File: src/rtl/irqf_pkg.sv
package irqf_pkg;
  localparam int ADDR_W = 2;

  typedef enum logic [ADDR_W-1:0] {
    REG_STATUS = 2'd0,
    REG_CTRL   = 2'd1,
    REG_DATA   = 2'd2,
    REG_RSVD   = 2'd3
  } reg_sel_e;

  typedef enum logic {
    ARM_IDLE = 1'b0,
    ARM_SET  = 1'b1
  } arm_e;

  typedef struct packed {
    logic st_acc;   // status read or write
    logic st_wr;
    logic ctl_wr;
    logic dat_acc;  // data read or write
    logic dat_wr;
  } acc_t;
endpackage

File: src/rtl/irqf_bus_dec.sv
module irqf_bus_dec
  import irqf_pkg::*;
(
  input  logic              req_i,
  input  logic              we_i,
  input  logic [ADDR_W-1:0] addr_i,
  output acc_t              acc_o
);
  always_comb begin
    acc_o = '0;
    if (req_i) begin
      unique case (reg_sel_e'(addr_i))
        REG_STATUS: begin
          acc_o.st_acc = 1'b1;
          acc_o.st_wr  = we_i;
        end
        REG_CTRL:   acc_o.ctl_wr = we_i;
        REG_DATA: begin
          acc_o.dat_acc = 1'b1;
          acc_o.dat_wr  = we_i;
        end
        default: ;
      endcase
    end
  end
endmodule

File: src/rtl/irqf_clr_fsm.sv
module irqf_clr_fsm
  import irqf_pkg::*;
(
  input  logic clk_i,
  input  logic rst_ni,
  input  acc_t acc_i,
  input  logic flag_i,
  input  logic wr_clr_i,
  output logic armed_o,
  output logic seq_clr_o
);
  arm_e state_q, state_d;

  always_comb begin
    state_d = state_q;
    if (acc_i.st_acc)
      // arm only if the flag survives this status access
      state_d = (flag_i && !wr_clr_i) ? ARM_SET : ARM_IDLE;
    else if (acc_i.dat_acc)
      state_d = ARM_IDLE;
  end

  always_ff @(posedge clk_i or negedge rst_ni) begin
    if (!rst_ni) state_q <= ARM_IDLE;
    else         state_q <= state_d;
  end

  assign armed_o   = (state_q == ARM_SET);
  assign seq_clr_o = armed_o && acc_i.dat_acc;
endmodule

File: src/rtl/irqf_regs.sv
module irqf_regs
  import irqf_pkg::*;
#(
  parameter int DATA_W = 8,
  parameter int EN_BIT = 0
) (
  input  logic              clk_i,
  input  logic              rst_ni,
  input  logic              event_i,
  input  acc_t              acc_i,
  input  logic [DATA_W-1:0] wdata_i,
  input  logic              wr_clr_i,
  input  logic              seq_clr_i,
  output logic              flag_o,
  output logic              en_o,
  output logic [DATA_W-1:0] data_o
);
  logic flag_d;

  // event has priority over both clear paths
  always_comb begin
    flag_d = flag_o;
    if (event_i)                     flag_d = 1'b1;
    else if (wr_clr_i || seq_clr_i)  flag_d = 1'b0;
  end

  always_ff @(posedge clk_i or negedge rst_ni) begin
    if (!rst_ni) begin
      flag_o <= 1'b0;
      en_o   <= 1'b0;
      data_o <= '0;
    end else begin
      flag_o <= flag_d;
      if (acc_i.ctl_wr) en_o   <= wdata_i[EN_BIT];
      if (acc_i.dat_wr) data_o <= wdata_i;
    end
  end
endmodule

File: src/rtl/periph_irq_flag.sv
module periph_irq_flag
  import irqf_pkg::*;
#(
  parameter int DATA_W   = 8,
  parameter int FLAG_BIT = 0,
  parameter int EN_BIT   = 0
) (
  input  logic              clk_i,
  input  logic              rst_ni,
  input  logic              event_i,
  input  logic              req_i,
  input  logic              we_i,
  input  logic [ADDR_W-1:0] addr_i,
  input  logic [DATA_W-1:0] wdata_i,
  output logic [DATA_W-1:0] rdata_o,
  input  logic              mask_i,
  output logic              irq_o
);
  acc_t              acc;
  logic              wr_clr, seq_clr, armed;
  logic              flag_q, en_q;
  logic [DATA_W-1:0] data_q;

  irqf_bus_dec u_dec (
    .req_i (req_i),
    .we_i  (we_i),
    .addr_i(addr_i),
    .acc_o (acc)
  );

  assign wr_clr = acc.st_wr && !wdata_i[FLAG_BIT];

  irqf_clr_fsm u_fsm (
    .clk_i    (clk_i),
    .rst_ni   (rst_ni),
    .acc_i    (acc),
    .flag_i   (flag_q),
    .wr_clr_i (wr_clr),
    .armed_o  (armed),
    .seq_clr_o(seq_clr)
  );

  irqf_regs #(.DATA_W(DATA_W), .EN_BIT(EN_BIT)) u_regs (
    .clk_i    (clk_i),
    .rst_ni   (rst_ni),
    .event_i  (event_i),
    .acc_i    (acc),
    .wdata_i  (wdata_i),
    .wr_clr_i (wr_clr),
    .seq_clr_i(seq_clr),
    .flag_o   (flag_q),
    .en_o     (en_q),
    .data_o   (data_q)
  );

  always_comb begin
    rdata_o = '0;
    unique case (reg_sel_e'(addr_i))
      REG_STATUS: rdata_o[FLAG_BIT] = flag_q;
      REG_CTRL:   rdata_o[EN_BIT]   = en_q;
      REG_DATA:   rdata_o           = data_q;
      default: ;
    endcase
  end

  assign irq_o = flag_q && en_q && !mask_i;
endmodule

File: config.mk
export PLATFORM = sky130hd
export DESIGN_NAME = periph_irq_flag
export DESIGN_NICKNAME = d
export VERILOG_FILES = /design/src/rtl/irqf_pkg.sv /design/src/rtl/irqf_bus_dec.sv /design/src/rtl/irqf_clr_fsm.sv /design/src/rtl/irqf_regs.sv /design/src/rtl/periph_irq_flag.sv
export SDC_FILE = /design/constraint.sdc
export NUM_CORES = 1
export LEC_CHECK = 0
export ABC_CLOCK_PERIOD_IN_PS = 1100
export BUFFER_PORTS_ARGS = -buffer_cell sky130_fd_sc_hd__buf_2
export CAP_MARGIN = 20
export CORE_AREA = 2 2 39 41
export DETAILED_ROUTE_END_ITERATION = 10
export DIE_AREA = 0 0 41 43
export HOLD_SLACK_MARGIN = 0.08
export PLACE_DENSITY = 0.76
export SLEW_MARGIN = 5
export SYNTH_ARGS = -nofsm -noshare
export SYNTH_HDL_FRONTEND = slang
export SYNTH_SLANG_ARGS = --single-unit
File: constraint.sdc
create_clock -name clk_i -period 1.1 [get_ports clk_i]
set_input_delay 0.055 -clock clk_i [delete_from_list [all_inputs] [get_ports clk_i]]
set_output_delay 0.055 -clock clk_i [all_outputs]
set_load 0.01 [all_outputs]
==> out/metrics.csv <==
stage,metric,value,unit
status,outcome,"complete, but fails checks",
status,failing checks,negative setup slack,
placement,gpl congestion,0.7061,
sta,Tmin final,1.142,ns
synthesis,"count leader, synth",dfrtp_1,
synthesis,Post-Synthesis Cells,45,
critical_path,CP Cell Sequence,nand2b_1 -> a21boi_2 -> o21ai_1 -> buf_2,
layout,design area,874.6,um2
critical_path,required time worst endpoint,1.04,ns
floorplan,die extent in x,41,um
clock_tree,clock root buffer master,clkbuf_4,
route,highest metal layer with signal wires,met4,
floorplan,# rows,14,
critical_path,R2R depth,4,
route,Vias/cell,4.864,
sta,Clock Skew,0.0006486,ns
route,average wire per standard cell,12.77,um
layout,share of cells above drive strength 1,0.5057,
synthesis,Netlist cell types,20,
placement,IO Port Bufs,24,
synthesis,Post-synth top flop,dfrtp_1,
synthesis,synth warn,0,
critical_path,CP Data Arrival Time,1.09,ns
route,Detail Route Antenna Nets,0,
global_route,number of global-route vias before repair,508,
floorplan,Die Y-Extent,43,um
route,first-pass iteration count of the detailed router,3,
synthesis,Simple-Gate Fraction of Synth Area,0.2202,
critical_path,slowest cell on the critical path,dfrtp_1,
sta,Slew @ Worst Pin,0.3225,ns
clock_tree,CTS Sinks,11,
critical_path,startpoint type of the worst setup path,flop,
power,peak supply drop,0.8476,mV
clock_tree,# H-tree levels,1,
power,"Power, Total",1073,uW
run,maxcap violations,0,
route,Vias,501,
route,Iter 0 DRT Violations,2,
min_path,worst hold path depth,3,
synthesis,complex-gate fraction of the synthesized area,0.06292,
global_route,largest net degree at the start of global routing,12,
sta,Max Fclk,876.0,MHz
synthesis,fraction of the mapped netlist area in adder cells,0,
critical_path,Crit. End Element,output pin,
route,final WL,1315,um
sta,Max transition margin,0.7827,
synthesis,"Net Count, Synth",61,
floorplan,CORE AREA,0.001384,mm2
sta,final setup TNS,-0.04159,ns
sta,final count of pins violating max slew,0,
layout,antenna fix cells,0,
floorplan,IO Pins,25,
global_route,"Remaining Overflow, GRT",0,
synthesis,post-synthesis mux area share,0.1955,
sta,final worst setup slack,-0.04159,ns
critical_path,crit path kind,reg2out,
synthesis,area of the mapped netlist,556.8,um2
route,DRC errors left,0,
synthesis,Seq cells post-synth,11,
route,WL met2,663,um
route,met3 WL,67,um
placement,HPWL after DPL,824.9,um
clock_tree,TritonCTS clock tree,done,
sta,RSZ-0062 raised after global routing,yes,
synthesis,main combinational cell family by area after synthesis,simple AND/OR/NAND/NOR gates,
power,Power Density,1227,mW/mm2
global_route,initial antenna violation count,0,
floorplan,Initial Util,0.4024,
sta,post-route clock period utilization,1.038,
global_route,first-pass GRT wire length,1952,um
route,M1 WL,529,um
layout,"Area growth, synth to finish",57.08,%
synthesis,Async SR Flop Fraction,1.000,
synthesis,syn avg cell area,12.37,um2
clock_tree,later-pin clock latency in the skew report,0.26,ns
placement,Placed Area,693.2,um2
synthesis,number of synthesized flops with an enable pin,0,
synthesis,top cells by instance count after synthesis,"11 x dfrtp_1, 7 x and2_1, 7 x mux2_2",
synthesis,"Seq/Total Area, Yosys",0.4944,
sta,endpoints failing setup,1,
min_path,Hold WC Path Type,in2reg,
sta,Fin. Hold Viols,0,
layout,Nets,104,
clock_tree,clk buf depth,2,
clock_tree,Num CTS Buffers,3,
critical_path,CP max stage delay,0.38,ns
synthesis,Synth area leaders,"dfrtp_1 49%, mux2_2 14%, and2_1 7.9%",
global_route,Global Route Usage Sum,0.1689,
power,leakage power,0.0004319,uW
floorplan,DIE AREA,0.001763,mm2
layout,"Core Util, Final",0.6320,
critical_path,crit path max fanout,2,
clock_tree,"Clk pin slew, worst setup/hold paths",0.07,ns
synthesis,XOR/XNOR Fraction of Synth Area,0,
synthesis,Synth area leader,dfrtp_1,
synthesis,Yosys top cell area share,0.4944,
path summary, 6_finish.rpt:
check / start / endpoint / slack (ns)
setup / recovery: u_regs.flag_o / rdata_o[0] / -0.04
hold / removal: req_i / u_fsm.armed_o / 0.17
setup reg to reg: u_regs.flag_o / u_fsm.armed_o / 0.11
hold reg to reg: u_regs.data_o[3] / u_regs.data_o[3] / 0.50
max in group asynchronous: rst_ni / u_regs.en_o / 0.72
min in group asynchronous: rst_ni / u_regs.flag_o / 0.19
repair_timing:
action	in CTS	in global routing
pin swaps	0	1
endpoints found under the hold margin	22	0
hold buffers	11	0
endpoints found under the setup margin	1	2
buffers inserted	2	1
gates resized for setup	3	2
critical path, delay by kind of cell (launching register included):
family	cells	cell delay (ns)
AOI/OAI and AO/OA	2	0.22
buffers and inverters	1	0.13
DFF	1	0.38
and+or+nand+nor	1	0.09
cell families after synthesis:
| family | after synthesis |
|---|---|
| AND/OR/NAND/NOR | 18 |
| AO/OA/AOI/OAI | 5 |
| flip-flops | 11 |
| buffers and inverters | 2 |
| multiplexers | 9 |
final cells by class:
cell class	count	area [um2]
fillers	120	509.2
repair buffers	39	260.3
inverters	1	3.754
flip-flops and latches	11	275.3
well taps	16	20.02
multi-input cells	32	289.0
clock buffers	4	26.28
stage by stage:
step | worst slack, ns | hold slack (ns) | cells
finish | -0.04159 | 0.1714 | 103
global route | -0.1172 | 0.1822 | 103
CTS | -0.03278 | 0.1155 | 102
detailed placement | 0.03276 | -0.06821 | 85
global placement | 0.05586 | -0.06924 | 85
floorplan | 0.2063 | -0.2406 | 45
registers in the layout, summed over array words and instances (netlist names):
register,count
u_regs.flag_o,1
u_regs.data_o,8
u_regs.en_o,1
u_fsm.armed_o,1
per-layer routing:
layer	up-vias	GRT usage
met5	-	0
met4	0	0.1600
met3	6	0.01571
met2	18	0.2625
met1	235	0.1849
li1	242	-
placed cells by master (no fill, tap or decap):
cell / instances
o41ai_4: 1
nor2_1: 1
mux2_2: 7
nand2b_1: 1
a21boi_2: 1
o21ai_1: 1
buf_4: 4
or4_1: 1
nor2b_2: 1
nand2_1: 2
inv_1: 1
clkbuf_4: 3
nor2b_1: 1
a31o_1: 1
and2_1: 7
nand3_1: 1
nand3b_1: 1
clkbuf_1: 1
nand4b_1: 1
mux2_4: 2
nand3_4: 1
dfrtp_1: 11
buf_2: 24
o21ai_0: 1
dlygate4sd3_1: 11
where the power goes:
part           internal [uW]  leakage, uW  switching [uW]
logic                    173     0.000287             109
clock network            140    0.0000150             127
registers                484     0.000130            40.4
Power figures use the tool's default switching activity.
